$ cat src/rtl/pfifo_svc_pkg.sv
package pfifo_svc_pkg;
  // strobes from the control section to the datapath
  typedef struct packed {
    logic burstInc;   // one more acknowledged cycle in the current run
    logic burstClr;   // run has ended, restart the count
  } svcStrobe_t;
endpackage

$ cat src/rtl/pfifo_svc_dp.sv
module pfifo_svc_dp
  import pfifo_svc_pkg::*;
#(
  parameter int DEPTH     = 16,
  parameter int BURST_MAX = 32,
  parameter int LVL_W     = $clog2(DEPTH + 1),
  parameter int THR_W     = $clog2(DEPTH)
) (
  input  logic             clk,
  input  logic             rstN,
  input  logic             dirToHost,
  input  logic [LVL_W-1:0] fifoLevel,
  input  logic [THR_W-1:0] thrField,
  input  svcStrobe_t       strobes,
  output logic             hasRoom,
  output logic             thrMet,
  output logic             burstLast
);
  localparam int BW = $clog2(BURST_MAX);
  localparam logic [BW-1:0] LAST_CNT = BW'(BURST_MAX - 1);

  logic [LVL_W-1:0] thrCount;
  logic [LVL_W-1:0] freeSlots;
  logic [BW-1:0]    burstCnt;

  assign thrCount  = LVL_W'(thrField) + LVL_W'(1);
  assign freeSlots = LVL_W'(DEPTH) - fifoLevel;

  // movable data: bytes to drain, or slots to fill
  assign hasRoom = dirToHost ? (fifoLevel != '0) : (fifoLevel != LVL_W'(DEPTH));
  assign thrMet  = dirToHost ? (fifoLevel >= thrCount) : (freeSlots >= thrCount);

  always_ff @(posedge clk) begin
    if (!rstN || strobes.burstClr) burstCnt <= '0;
    else if (strobes.burstInc)     burstCnt <= burstCnt + BW'(1);
  end

  assign burstLast = (burstCnt == LAST_CNT);
endmodule

$ cat src/rtl/pfifo_svc_ctl.sv
module pfifo_svc_ctl
  import pfifo_svc_pkg::*;
(
  input  logic       clk,
  input  logic       rstN,
  input  logic       dmaEn,
  input  logic       swSvcWr,
  input  logic       swSvcData,
  input  logic       dmaAck,
  input  logic       tcStrobe,
  input  logic       hasRoom,
  input  logic       thrMet,
  input  logic       burstLast,
  output svcStrobe_t strobes,
  output logic       dmaReq,
  output logic       intrOut,
  output logic       svcIntr
);
  logic reqQ, svcQ, tcFlagQ, pioQ;
  logic tcHit, capHit;

  assign tcHit  = tcStrobe && dmaEn;
  assign capHit = reqQ && dmaAck && burstLast;

  assign strobes.burstInc = reqQ && dmaAck;
  assign strobes.burstClr = !reqQ || capHit;

  always_ff @(posedge clk) begin
    if (!rstN) begin
      reqQ    <= 1'b0;
      svcQ    <= 1'b0;
      tcFlagQ <= 1'b0;
      pioQ    <= 1'b0;
    end else begin
      reqQ <= dmaEn && !svcQ && !tcHit && hasRoom && !capHit;
      pioQ <= !dmaEn && !svcQ && thrMet;
      if (tcHit) begin
        svcQ    <= 1'b1;
        tcFlagQ <= 1'b1;
      end else if (swSvcWr) begin
        svcQ <= swSvcData;
        if (!swSvcData) tcFlagQ <= 1'b0;
      end
    end
  end

  assign dmaReq  = reqQ;
  assign intrOut = pioQ || tcFlagQ;
  assign svcIntr = svcQ;
endmodule

$ cat src/rtl/pfifo_svc.sv
module pfifo_svc
  import pfifo_svc_pkg::*;
#(
  parameter int DEPTH     = 16,
  parameter int BURST_MAX = 32,
  parameter int LVL_W     = $clog2(DEPTH + 1),
  parameter int THR_W     = $clog2(DEPTH)
) (
  input  logic             clk,
  input  logic             rstN,
  input  logic             dirToHost,
  input  logic [LVL_W-1:0] fifoLevel,
  input  logic [THR_W-1:0] thrField,
  input  logic             dmaEn,
  input  logic             swSvcWr,
  input  logic             swSvcData,
  input  logic             dmaAck,
  input  logic             tcStrobe,
  output logic             dmaReq,
  output logic             intrOut,
  output logic             svcIntr
);
  svcStrobe_t strobes;
  logic hasRoom, thrMet, burstLast;

  pfifo_svc_dp #(.DEPTH(DEPTH), .BURST_MAX(BURST_MAX), .LVL_W(LVL_W), .THR_W(THR_W)) u_dp (
    .clk(clk), .rstN(rstN), .dirToHost(dirToHost), .fifoLevel(fifoLevel),
    .thrField(thrField), .strobes(strobes), .hasRoom(hasRoom),
    .thrMet(thrMet), .burstLast(burstLast)
  );

  pfifo_svc_ctl u_ctl (
    .clk(clk), .rstN(rstN), .dmaEn(dmaEn), .swSvcWr(swSvcWr),
    .swSvcData(swSvcData), .dmaAck(dmaAck), .tcStrobe(tcStrobe),
    .hasRoom(hasRoom), .thrMet(thrMet), .burstLast(burstLast),
    .strobes(strobes), .dmaReq(dmaReq), .intrOut(intrOut), .svcIntr(svcIntr)
  );
endmodule

$ cat config.mk
export PLATFORM = sky130hd
export DESIGN_NAME = pfifo_svc
export DESIGN_NICKNAME = d
export VERILOG_FILES = /design/src/rtl/pfifo_svc_pkg.sv /design/src/rtl/pfifo_svc_dp.sv /design/src/rtl/pfifo_svc_ctl.sv /design/src/rtl/pfifo_svc.sv
export SDC_FILE = /design/constraint.sdc
export NUM_CORES = 1
export LEC_CHECK = 0
export BUFFER_PORTS_ARGS = -buffer_cell sky130_fd_sc_hd__buf_2
export CAP_MARGIN = 20
export CORE_MARGIN = 2
export CORE_UTILIZATION = 42
export CTS_CLUSTER_SIZE = 14
export DETAILED_ROUTE_END_ITERATION = 6
export PLACE_DENSITY = 0.75
export SETUP_SLACK_MARGIN = 0.05
export SYNTH_ARGS = -nofsm -noshare
export SYNTH_HDL_FRONTEND = slang
export SYNTH_SLANG_ARGS = --single-unit
$ cat constraint.sdc
create_clock -name clk -period 2.2 [get_ports clk]
set_input_delay 0.55 -clock clk [delete_from_list [all_inputs] [get_ports clk]]
set_output_delay 0.55 -clock clk [all_outputs]
set_load 0.1 [all_outputs]
# Word level (Yosys, flattened, before mapping)
# Cells that the tools add are included.
# word_totals
register_bits	9
latch_bits	0
mem_bits_rw	0
rom_bits	0
inputBits	17
out_inout_bits	3
memories	0
# classes
add_sub_neg	3
n_mul	0
n_div	0
magnitude_cmp	2
n_eq_ne	3
shift	0
mux	7
bitwise_logic	0
reduce_logical	21
# ops
operator	n
$ge A5 B5 Y1	2
$logic_and A1 B1 Y1	9
$mux W1	7
$logic_not A1 Y1	6
$add A4 B1 Y5 const B	1
$add A5 B1 Y5 const B	1
$eq A5 B5 Y1 const B	1
$ne A5 B5 Y1 const B	1
$reduce_bool A5 Y1	1
$sub A5 B5 Y5 const A	1
$logic_or A1 B1 Y1	3
$ne A2 B1 Y1 const B	1
$reduce_and A2 Y1	1
$reduce_bool A2 Y1	1

# Logic depth before layout (Yosys ltp)
# Gate-level depths: netlist (run 1).
# depth
depth_word	5
depth_mapped	9

# Hierarchy
# Synthesis (run 1) repeated with hierarchy kept, for this count alone.
# hier_totals
hier_cells	73
area_unflattened_um2	684.4
# by_module_without_submodules
mod	instances	cells_each	area_per_inst_um2	seq_area_each_um2
pfifo_svc_dp	1	56	514.2	100.1
pfifo_svc_ctl	1	17	170.2	80.1

# Least setup slack after synthesis (run 1)
# No wires, ideal clock.
# synth_timing
path_kind	input to register
startpoint	input port fifoLevel[0]
endpoint	register u_ctl.pioQ
setup_time_ps	103
t_arrival_ps	2122
required_ps	2097
path_slack_ps	-26
stages	9
path_cell_list	inv_1 -> ha_1 -> nor3b_1 -> ha_1 -> inv_1 -> ha_1 -> o21ai_0 -> o31a_1 -> a2111oi_2
# synth_via
elab_chain_len	4
# synth_rtl
item	line_no	rtl
start: declaration	pfifo_svc.sv:12	input logic [LVL_W-1:0] fifoLevel,
$sub A5 B5 Y5	pfifo_svc_dp.sv:27	assign freeSlots = LVL_W'(DEPTH) - fifoLevel;
$ge A5 B5 Y1	pfifo_svc_dp.sv:31	assign thrMet = dirToHost ? (fifoLevel >= thrCount) : (freeSlots >= thrCount);
$mux W1 *	pfifo_svc_dp.sv:31	
$logic_and A1 B1 Y1 *	pfifo_svc_ctl.sv:36	pioQ <= !dmaEn && !svcQ && thrMet;
end signal: assignment	pfifo_svc_ctl.sv:36	
end: declaration	pfifo_svc_ctl.sv:19	logic reqQ, svcQ, tcFlagQ, pioQ;
# Every way passes the cells marked *; elsewhere a longest branch is shown, timed or not.
# A chain may end at the register's enable or synchronous reset.

# Worst setup path after layout (run 1)
# layout_timing
startpoint	input port thrField[0]
endpoint	register u_ctl.pioQ
# layout_via
elab_chain_len	4
# layout_rtl
item	line_no	rtl
start: declaration	pfifo_svc.sv:13	input logic [THR_W-1:0] thrField,
$add A4 B1 Y5 *	pfifo_svc_dp.sv:26	assign thrCount = LVL_W'(thrField) + LVL_W'(1);
$ge A5 B5 Y1	pfifo_svc_dp.sv:31	
$mux W1 *	pfifo_svc_dp.sv:31	
$logic_and A1 B1 Y1 *	pfifo_svc_ctl.sv:36	
# Marked as above.

==> PnR_summary.wiki, run 1 <==
{| class="wikitable"
! Metric !! Value
|-
| Status || complete, no violations
|-
| Nets in the synthesized netlist || roughly 110
|-
| RSZ-0062 raised after global routing || false
|-
| Pre-antenna DRT Iters || 2
|-
| CTS buffer count || 3
|-
| Number of buffers on the longest clock path || 2
|-
| Peak VDD IR || between 200 and 250 uV
|-
| Critical Path Slowest Stage Cell || a311oi_2
|-
| IO Port Bufs || 19
|-
| Number of clock sinks seen by CTS || 9
|-
| Critical path endpoint category || flip-flop
|-
| Pin count of the biggest net entering global routing || 10
|-
| Number of vias in the routed layout || ~650
|-
| Cell depth of the worst hold path || 2
|-
| Hold path start || u_ctl.tcFlagQ$_SDFFE_PN0P_
|-
| Worst-case register-to-register setup slack || roughly 0.61 ns
|-
| Layout cell share with drive strength beyond 1 || roughly 39%
|-
| Final setup violation count || 0
|-
| Die Footprint || just over 0.002 mm^2
|-
| Clk root buf || clkbuf_4
|-
| Total power per unit cell area || ~480 mW/mm^2
|-
| Final min period || between 2 and 2.5 ns
|-
| Initial antenna violation count || 0
|-
| Max-slew headroom at the worst pin || 67.8%
|-
| Total global routing track utilization || 16.5%
|-
| Number of max-cap violations || 0
|-
| HPWL after detailed placement || around 1200 um
|-
| Via count of the first global-routing pass || 625
|-
| Count of nets left with antenna violations after detail routing || 0
|-
| Number of hold-slack violations in the final timing report || 0
|-
| DRC violations left || 0
|-
| Final weighted congestion in routability-driven placement || roughly 0.74
|-
| Synthesized area per cell || a little over 9 um^2
|-
| Wire length of the first global-routing pass || roughly 2300 um
|-
| Post-route non-filler standard cell count || 123
|-
| DIE WIDTH || between 40 and 50 um
|-
| Cell taking the most area after synthesis || dfxtp_1
|-
| Most common cell type on the critical path || ha_1
|-
| Vertical extent of the die || between 40 and 50 um
|-
| Top-level I/O count || 20
|-
| Starting density of the core || 46.0%
|-
| Clock-pin transition on the worst setup and hold timing paths || ~0.070 ns
|-
| Mapped Area || 709 um^2
|-
| Cell area after layout || around 960 um^2
|-
| Hold bufs inserted after CTS || 0
|-
| Placed Cells incl. Taps || approximately 120
|-
| Required arrival time at the worst endpoint || between 2 and 2.5 ns
|-
| Share of flip-flops with an asynchronous set or reset after synthesis || 0%
|-
| Insertion delay of the later-clocked pin in the worst-skew pair || ~0.27 ns
|-
| End of the worst register-to-register path || u_dp.burstCnt[0]$_SDFFE_PP0P_
|-
| Post-layout nets || 136
|-
| Post-synth EDFFs || 0
|-
| Final wirelength || between 1000 and 1500 um
|-
| Diodes inserted || 0
|-
| Ordered cell list for the critical path || buf_2, ha_1, inv_1, ha_1, a21o_1, maj3_2, a311oi_2, a2111oi_4
|-
| Clock tree from TritonCTS || built
|-
| Maximum operating frequency || between 0.4 and 0.5 GHz
|-
| Startpoint type of the worst setup path || input port
|-
| Max FO, Critical Path || 3
|-
| Final cycle utilization of the critical path || between 90% and 100%
|-
| Leak Pwr || approximately 0.44 nW
|-
| Total number of yosys warnings || 0
|-
| TNS Setup || 0 ns
|-
| Post-synth top area share || 25.4%
|-
| Reg2reg path depth || 6
|-
| Post-route core utilization || between 60% and 70%
|-
| Post-route clock skew || between 0.003 and 0.004 ns
|-
| Setup repair bufs after CTS || 0
|-
| Arrival time worst endpoint || between 2 and 2.5 ns
|-
| Remaining Overflow, GRT || 0
|-
| Delay of the slowest critical-path stage || around 0.35 ns
|-
| Final Max Slew Viols || 0
|-
| Startpoint of the worst-slack reg-to-reg timing path || u_dp.burstCnt[0]$_SDFFE_PP0P_
|-
| Seq/Total Area, Yosys || ~25%
|-
| Number of cells produced by synthesis || slightly below 80
|-
| Flops & latches, synth || 9
|-
| Crit path kind || input port to flip-flop
|-
| Largest cells by area after synthesis || dfxtp_1, ha_1, nand2b_1
|-
| Detail-routed net length per standard cell || 11.9 um
|-
| WHS Endpoint || u_ctl.tcFlagQ$_SDFFE_PN0P_
|-
| Cell area reported after detailed placement || roughly 920 um^2
|-
| Row Count || 14
|-
| Number of distinct library cell variants in the gate-level netlist after synthesis || 31
|-
| Commonest register cell after synthesis || dfxtp_1
|-
| CTS HTree Levels || 1
|-
| Number of vias per cell || around 5.3
|-
| Area inside the core boundary || about 0.0015 mm^2
|-
| Synth-to-Final Area Change || 35.3%
|-
| Total power || about 0.46 mW
|-
| Initial detailed-routing violation count || 8
|-
| Transition at the pin with the smallest max-transition slack || 0.486 ns
|-
| Min-Delay Path Class || flip-flop to flip-flop
|}
synth_stat cells, types with 2 or more instances:
| cell type | number |
|---|---|
| a21oi_1 | 3 |
| ha_1 | 11 |
| inv_1 | 7 |
| nand2_1 | 3 |
| nor2_1 | 5 |
| a21boi_0 | 2 |
| mux2_2 | 2 |
| xnor2_1 | 3 |
| dfxtp_1 | 9 |
| nor3b_1 | 2 |
| o21ai_0 | 4 |
| nand2b_1 | 5 |
| and3_1 | 2 |
| nand3b_1 | 2 |
flip-flops by register name, summed over array words and instances, names as in the netlist:
signal         count
u_ctl.svcIntr      1
u_ctl.dmaReq       1
u_ctl.tcFlagQ      1
u_dp.burstCnt      5
u_ctl.pioQ         1
layout by cell type, fill, tap and decap left out, types with 3 or more instances in the layout:
cell type | synthesis | layout
nor2_1 | 5 | 5
xnor2_1 | 3 | 3
nand2_1 | 3 | 3
o21ai_0 | 4 | 3
buf_4 | 0 | 9
a21oi_1 | 3 | 3
buf_2 | 0 | 17
inv_1 | 7 | 5
ha_1 | 11 | 10
dfxtp_1 | 9 | 9
nand2b_1 | 5 | 5
clkbuf_4 | 0 | 3
final cells by class:
cell class                 count  area (um^2)
fill                         134          582
multi-input combinational     61          539
sequential                     9          180
timing repair buffer          26          153
inverter                       7         41.3
clock buffer                   4         26.3
tap                           16         20.0
what timing repair did:
action | 4_1_cts | 5_1_grt
pin swaps | 0 | 2
gates resized for setup | 2 | 1
setup endpoints to repair | 1 | 1
hold endpoints to repair | 0 | 0
critical path: cells and delay by family:
family	cells	cell delay, ns
AO/OA/AOI/OAI	3	0.63
buffers and inverters	2	0.16
adder cells (fa/ha/maj)	3	0.87
where the power goes:
part	leakage [nW]	internal [mW]	switching (mW)
Sequential	0.0733	0.168	0.00209
Combinational	0.354	0.0652	0.0906
Clock	0.0150	0.0702	0.0631
Total	0.443	0.303	0.156
through the flow:
stage	worst slack, ns	hold slack, ns
2_1_floorplan	0.0504	0.439
3_3_place_gp	-0.150	0.454
5_1_grt	0.0583	0.494
6_report	0.132	0.464
4_1_cts	0.0686	0.470
3_5_place_dp	-0.241	0.461
worst max path at each step:
stage | startpoint | endpoint | slack (ns) | depth (start not counted)
floorplan | fifoLevel[1] | u_ctl.pioQ$_SDFF_PN0_ | 0.05 | 9
global placement | fifoLevel[0] | u_ctl.pioQ$_SDFF_PN0_ | -0.15 | 10
detailed placement | fifoLevel[0] | u_ctl.pioQ$_SDFF_PN0_ | -0.24 | 10
CTS | fifoLevel[0] | u_ctl.pioQ$_SDFF_PN0_ | 0.07 | 10
global route | thrField[0] | u_ctl.pioQ$_SDFF_PN0_ | 0.06 | 8
finish | thrField[0] | u_ctl.pioQ$_SDFF_PN0_ | 0.13 | 8
cell families (layout without fill, tap and decap cells):
kind of cell               after synthesis  in the layout  synth area share [%]
adders and majority gates               12             12                  21.0
and+or+nand+nor                         25             25                  21.7
buffers and inverters                    7             37                  3.70
xor gates and xnor gates                 4              4                  6.00
AOI/OAI and AO/OA                       18             18                  19.0
DFF                                      9              9                  25.4
muxes                                    2              2                  3.17
routing by layer:
| layer | part of all wire [%] | track usage (%) | vias up | routed length (um) |
|---|---|---|---|---|
| met5 | 0 | 0 | - | 0 |
| met4 | 2.3 | 12.4 | 0 | 34 |
| met3 | 3.5 | 2.40 | 4 | 51 |
| met2 | 53 | 30.9 | 15 | 775 |
| met1 | 41 | 15.9 | 291 | 602 |
| li1 | - | - | 344 | - |
Note: power is estimated with default switching activity, not from simulation.
==> inputs of run 2 (changes only) <==
ABC_AREA = 1   (was not set)
==> run 2 against run 1 <==
Routed wire length is 0.68% higher. Global-route usage rose by 0.11 points. Fmax up 13%. Synthesized cell count grew 51%. Critical path depth rose by 5. Cell count is 33% higher. Combinational power is 12% lower. Register-to-register slack better by 0.16 ns. Die area grew 5.0%. Non-clock buffer count shrank 7. Critical endpoint unchanged.
==> PnR_summary.wiki, run 2 <==
{| class="wikitable"
! Metric !! Value
|-
| Synth-to-Final Area Change || 20.4%
|-
| Transition at the pin with the smallest max-transition slack || 0.485 ns
|-
| Placed Cells incl. Taps || 160
|-
| Final wirelength || between 1000 and 1500 um
|-
| Min-Delay Path Class || flip-flop to flip-flop
|-
| Compound-Gate Fraction of Synth Area || 9.03%
|-
| Cell family with the largest share of critical-path delay || adder cells
|-
| Initial antenna violation count || 0
|-
| Share of synthesized cell area in full adder, half adder and majority cells || a little under a fifth
|-
| DRC violations left || 0
|-
| Hold bufs inserted after CTS || 0
|-
| Ordered cell list for the critical path || buf_2, inv_2, ha_1, nand2_1, nor2_1, ha_1, inv_1, ha_1, a21boi_2, nand2_1, nand2_1, nand2_1, nor2_1
|-
| XOR/XNOR share of the synthesized area || under 10%
|-
| Post-route non-filler standard cell count || 164
|-
| Row Count || 15
|-
| Register containing the most flip-flops in the final layout || u_dp.burstCnt
|-
| Mux share of post-synthesis cell area || 0%
|-
| Startpoint type of the worst setup path || input port
|-
| Most common cell type on the critical path || nand2_1
|-
| Critical Path Slowest Stage Cell || ha_1
|-
| Number of vias per cell || 4.76
|-
| Remaining Overflow, GRT || 0
|-
| Number of buffers on the longest clock path || 2
|-
| Layout cell share with drive strength beyond 1 || about a fifth
|-
| Seq/Total Area, Yosys || 24.1%
|-
| Post-synth top area share || between 20% and 30%
|-
| Largest family of logic cells by synthesized area || simple AND/OR/NAND/NOR gates
|-
| Cell taking the most area after synthesis || dfxtp_1
|-
| RSZ-0062 raised after global routing || false
|-
| Setup repair bufs after CTS || 0
|-
| Delay of the slowest critical-path stage || 0.25 ns
|-
| Count of nets left with antenna violations after detail routing || 0
|-
| Critical path endpoint category || flip-flop
|-
| Pin count of the biggest net entering global routing || 8
|-
| Number of hold-slack violations in the final timing report || 0
|-
| DP Worst Slack || 0.0724 ns
|-
| Pre-antenna DRT Iters || 4
|-
| Clock-pin transition on the worst setup and hold timing paths || 0.06 ns
|-
| Number of max-cap violations || 0
|-
| Wire length of the first global-routing pass || approximately 2600 um
|-
| Post-route clock skew || 0.000296 ns
|-
| Combined area of the multi-input logic cells || between 400 and 500 um^2
|-
| Leak Pwr || around 0.50 nW
|-
| Number of cells produced by synthesis || 116
|-
| Resized cells post-CTS || 0
|-
| Max FO, Critical Path || 5
|-
| Diodes inserted || 0
|-
| Max-slew headroom at the worst pin || between 60% and 70%
|-
| Final cycle utilization of the critical path || a little over four fifths
|-
| Number of clock sinks seen by CTS || 9
|-
| Commonest register cell after synthesis || dfxtp_1
|-
| TNS Setup || 0 ns
|-
| Final Max Slew Viols || 0
|-
| CTS HTree Levels || 1
|-
| Register cell area after layout || 180 um^2
|-
| Die Footprint || around 0.0021 mm^2
|-
| Cell area after layout || ~900 um^2
|-
| CTS buffer count || 3
|-
| IO Port Bufs || 19
|-
| Final weighted congestion in routability-driven placement || 0.835
|-
| Total global routing track utilization || approximately 17%
|-
| Required arrival time at the worst endpoint || approximately 2.4 ns
|-
| HPWL after detailed placement || ~1200 um
|-
| Via count of the first global-routing pass || roughly 700
|-
| DIE WIDTH || about 46 um
|-
| Total number of yosys warnings || 0
|-
| Peak VDD IR || between 150 and 200 uV
|-
| Synthesized-area fraction occupied by and/or/nand/nor cells || a little over a third
|-
| Vertical extent of the die || roughly 46 um
|-
| Final min period || about 1.8 ns
|-
| Share of flip-flops with an asynchronous set or reset after synthesis || 0%
|-
| Crit path kind || input port to flip-flop
|-
| Mapped Area || 748 um^2
|-
| Top-level I/O count || 20
|-
| Arrival time worst endpoint || between 1.5 and 2 ns
|-
| Worst path buffer plus inverter count || 3
|-
| Number of filler instances in the final layout || 190
|-
| Number of vias in the routed layout || 781
|-
| Final setup violation count || 0
|-
| Nets in the synthesized netlist || 144
|-
| Maximum operating frequency || approximately 0.55 GHz
|-
| Cell area reported after detailed placement || just under 900 um^2
|-
| Largest cells by area after synthesis || dfxtp_1, nand2_1, ha_1
|-
| Commonest cells in the netlist || nand2_1, inv_1, ha_1, dfxtp_1
|-
| Post-synth EDFFs || 0
|-
| Initial detailed-routing violation count || 17
|-
| Area inside the core boundary || roughly 0.0017 mm^2
|-
| Post-layout nets || approximately 170
|-
| Status || complete, no violations
|-
| Detail-routed net length per standard cell || 8.99 um
|-
| Leading cell type by number of instances after synthesis || nand2_1
|-
| Starting density of the core || 43.8%
|-
| Number of distinct library cell variants in the gate-level netlist after synthesis || 22
|-
| Top library cells by usage in the layout, fill and taps aside || nand2_1, buf_2, inv_1, ha_1, dfxtp_1
|-
| Synthesized area per cell || 6.45 um^2
|-
| Clock tree from TritonCTS || built
|-
| Commonest non-fill, non-tap cell in the layout || nand2_1
|-
| Total power per unit cell area || approximately 480 mW/mm^2
|-
| Clk root buf || clkbuf_4
|-
| Insertion delay of the later-clocked pin in the worst-skew pair || 0.26 ns
|-
| Least setup slack across all paths after layout || ~0.37 ns
|-
| Flops & latches, synth || 9
|-
| Number of flip-flops under the largest register name || 5
|}
-- run 2: cell types whose count changed in the layout (fill, tap and decap cells not counted), sizes merged, moves of 3 or more --
cell and delta:
a21oi +4, inv +12, nand3 +4, nand2b -6
o21ai -3, nand2 +36, nor2 +3, buf -7
-- run 2: power breakdown --
group	total (mW)	internal (mW)	switching (mW)
sequential	0.170	0.168	0.00259
combinational	0.137	0.0474	0.0897
clock	0.128	0.0699	0.0581
total	0.436	0.285	0.150
-- run 2: final timing paths --
check,from,end,slack [ns],cells past startpoint
min,u_ctl.tcFlagQ$_SDFFE_PN0P_,u_ctl.tcFlagQ$_SDFFE_PN0P_,0.47,2
max reg2reg,u_dp.burstCnt[0]$_SDFFE_PP0P_,u_dp.burstCnt[0]$_SDFFE_PP0P_,0.77,6
min reg2reg,u_ctl.tcFlagQ$_SDFFE_PN0P_,u_ctl.tcFlagQ$_SDFFE_PN0P_,0.47,2
max,fifoLevel[0],u_ctl.pioQ$_SDFF_PN0_,0.37,13
-- run 2: cells by family after synthesis --
family / after synthesis
adders and majority gates: 11
AOI/OAI and AO/OA: 11
and+or+nand+nor: 62
DFF: 9
buffers and inverters: 21
xor gates and xnor gates: 2
-- run 2: worst reg2reg max path, cell delays in order (launching register included) --
cell     delay [ns]
dfxtp_1        0.32
ha_1           0.21
and3_1         0.18
ha_1           0.18
nand2_1        0.07
nand3_1        0.17
nor3b_1        0.22
-- run 2: area by class of cell --
class,count,share of cell area (%)
well taps,25,3.47
inverters,21,8.75
clock buffers,4,2.92
multi-input cells,86,54.3
flip-flops and latches,9,20.0
repair buffers,19,10.6
-- run 2: metal layers --
layer	vias to the layer above	track usage (%)	wire length, um
met4	0	8.57	37
li1	416	-	-
met2	24	29.4	670
met5	-	0	0
met1	336	18.8	692
met3	5	2.35	74
-- run 2: metrics by stage --
| stage | power [mW] | hold slack [ns] | util [%] |
|---|---|---|---|
| 4_1_cts | 0.438 | 0.470 | 52.7 |
| 6_report | 0.436 | 0.465 | 52.7 |
| 2_1_floorplan | 0.273 | 0.434 | - |
| 5_1_grt | 0.465 | 0.508 | 52.7 |
| 3_5_place_dp | 0.312 | 0.462 | 51.2 |
| 3_3_place_gp | 0.308 | 0.449 | 51.2 |
==> inputs of run 3 (changes only) <==
ABC_AREA = 0   (was 1)
clock period = 1.5 ns   (was 2.2 ns; I/O delays follow)
==> run 3 against run 2 <==
The run now ends with setup timing left. Combinational power rose by 120%. Critical endpoint unchanged. Clock skew rose by 0.0054 ns. Global-route usage rose by 1.2 points. Core utilization rose by 27 points. Power rose by 70%. Die area fell by 4.7%. Sequential power rose by 46%. Non-clock buffer count rose by 21. Routed wire length rose by 24%. Critical path depth fell by 5. Clock power rose by 45%. Sequential cell count did not move.
==> PnR_summary.wiki, run 3 (same netlist as run 1, synthesis figures left out) <==
{| class="wikitable"
! Metric !! Value
|-
| Starting density of the core || between 40% and 50%
|-
| Number of hold-slack violations in the final timing report || 0
|-
| Number of vias in the routed layout || 726
|-
| Max-slew headroom at the worst pin || approximately 70%
|-
| Top-level I/O count || 20
|-
| Via count of the first global-routing pass || 683
|-
| Initial detailed-routing violation count || 2
|-
| Required arrival time at the worst endpoint || about 1.6 ns
|-
| Number of max-cap violations || 0
|-
| Startpoint type of the worst setup path || input port
|-
| Number of clock sinks seen by CTS || 9
|-
| Cell depth of the worst hold path || 2
|-
| Register containing the most flip-flops in the final layout || u_dp.burstCnt
|-
| RSZ-0062 raised after global routing || true
|-
| Insertion delay of the later-clocked pin in the worst-skew pair || approximately 0.26 ns
|-
| Final weighted congestion in routability-driven placement || approximately 0.74
|-
| Diodes inserted || 0
|-
| Critical path endpoint category || flip-flop
|-
| Peak VDD IR || 282 uV
|-
| DIE WIDTH || approximately 45 um
|-
| WHS Endpoint || u_ctl.pioQ$_SDFF_PN0_
|-
| Die Footprint || slightly above 0.002 mm^2
|-
| Transition at the pin with the smallest max-transition slack || ~0.48 ns
|-
| Wire length of the first global-routing pass || ~2700 um
|-
| Worst-case register-to-register setup slack || 0.07 ns
|-
| Clock-pin transition on the worst setup and hold timing paths || around 0.060 ns
|-
| Total power per unit cell area || about 600 mW/mm^2
|-
| Number of buffers on the longest clock path || 2
|-
| Layout cell share with drive strength beyond 1 || 62.0%
|-
| Pre-antenna DRT Iters || 3
|-
| Status || complete, but fails checks
|-
| IO Port Bufs || 19
|-
| Max FO, Critical Path || 3
|-
| Final min period || approximately 1.8 ns
|-
| End of the worst register-to-register path || u_dp.burstCnt[0]$_SDFFE_PP0P_
|-
| Register cell area after layout || between 150 and 200 um^2
|-
| CTS HTree Levels || 1
|-
| Remaining Overflow, GRT || 0
|-
| Min-Delay Path Class || input port to flip-flop
|-
| Count of nets left with antenna violations after detail routing || 0
|-
| Startpoint of the worst-slack reg-to-reg timing path || u_dp.burstCnt[1]$_SDFFE_PP0P_
|-
| Combined area of the multi-input logic cells || roughly 650 um^2
|-
| Top library cells by usage in the layout, fill and taps aside || buf_4, buf_2, ha_4, dfxtp_1, nor2_1
|-
| Commonest non-fill, non-tap cell in the layout || buf_4
|-
| Maximum operating frequency || between 0.5 and 0.6 GHz
|-
| Violations in the final reports || setup timing
|-
| Cell area reported after detailed placement || 0.00100 mm^2
|-
| DRC violations left || 0
|-
| Arrival time worst endpoint || approximately 2.0 ns
|-
| Post-route clock skew || 0.00567 ns
|-
| Leak Pwr || about 0.53 nW
|-
| Number of flip-flops under the largest register name || 5
|-
| Reg2reg path depth || 6
|-
| Row Count || 14
|-
| Vertical extent of the die || 45.1 um
|-
| Detail-routed net length per standard cell || roughly 13 um
|-
| HPWL after detailed placement || roughly 1200 um
|-
| Final cycle utilization of the critical path || 122%
|-
| Post-layout nets || 150
|-
| Hold bufs inserted after CTS || 0
|-
| Final wirelength || roughly 1800 um
|-
| Clock tree from TritonCTS || built
|-
| Number of filler instances in the final layout || 95
|-
| Crit path kind || input port to flip-flop
|-
| Clk root buf || clkbuf_4
|-
| Initial antenna violation count || 0
|-
| DP Worst Slack || -0.765 ns
|-
| Least setup slack across all paths after layout || -0.332 ns
|-
| Synth-to-Final Area Change || 73.9%
|-
| Final Max Slew Viols || 0
|-
| Area inside the core boundary || between 0.0015 and 0.002 mm^2
|-
| Pin count of the biggest net entering global routing || 10
|-
| CTS buffer count || 3
|-
| Cell area after layout || ~0.0012 mm^2
|-
| Hold path start || dmaEn
|-
| Number of vias per cell || between 5 and 6
|-
| Total global routing track utilization || 17.8%
|-
| Final setup violation count || 2
|}
==> run 3: cell types whose count changed in the layout (fill, tap and decap cells not counted), moves of 6 or more <==
cell	change
buf_2	-6
inv_1	-15
ha_4	+7
ha_1	-8
nand2_1	-35
buf_4	+21
==> run 3: worst max-delay path by stage <==
stage                       startpoint                     to  slack, ns  cells past startpoint
after floorplan           fifoLevel[1]  u_ctl.pioQ$_SDFF_PN0_      -0.47                      9
after global placement    fifoLevel[1]  u_ctl.pioQ$_SDFF_PN0_      -0.70                     10
after detailed placement  fifoLevel[1]  u_ctl.pioQ$_SDFF_PN0_      -0.76                     10
after CTS                 fifoLevel[1]  u_ctl.pioQ$_SDFF_PN0_      -0.34                     10
after global routing       thrField[0]  u_ctl.pioQ$_SDFF_PN0_      -0.36                      8
final                      thrField[0]  u_ctl.pioQ$_SDFF_PN0_      -0.33                      8
==> run 3: per-layer routing <==
layer / track usage, % / up-vias / share of wire (%)
li1: - / 369 / -
met1: 20.3 / 334 / 40
met2: 33.4 / 19 / 54
met3: 2.80 / 4 / 3.6
met4: 5.29 / 0 / 2.0
met5: 0 / - / 0
==> run 3: stage by stage <==
step                power (mW)  hold slack [ns]  instances  utilization, %  setup TNS [ns]
finish                   0.741            0.353        137            80.0          -0.564
global route             0.784            0.340        137            80.0          -0.625
CTS                      0.704            0.318        134            70.5          -0.473
detailed placement       0.496            0.461        130            65.1           -1.26
global placement         0.490            0.452        130            65.1           -1.18
floorplan                0.397            0.439         77               -          -0.724
==> run 3: critical path: stages <==
cell and delay, ns:
buf_6 0.10, ha_4 0.27, inv_4 0.04, ha_4 0.20, a21o_1 0.18, maj3_2 0.32
a311oi_2 0.35, a2111oi_4 0.11
==> run 3: cell type report <==
| cell class | instances | area share [%] |
|---|---|---|
| clock buffer | 4 | 2.13 |
| inverter | 7 | 4.16 |
| sequential | 9 | 14.8 |
| tap | 16 | 1.62 |
| multi-input combinational | 61 | 53.0 |
| timing repair buffer | 40 | 24.2 |
==> run 3: power breakdown <==
| group | internal [mW] | switching [mW] |
|---|---|---|
| Combinational | 0.148 | 0.158 |
| Clock | 0.102 | 0.0836 |
| Sequential | 0.246 | 0.00321 |
==> run 3: what timing repair did <==
action,in CTS,in global routing
setup endpoints to repair,5,7
resized for setup,14,27
setup buffers,0,3
pin swaps,6,12
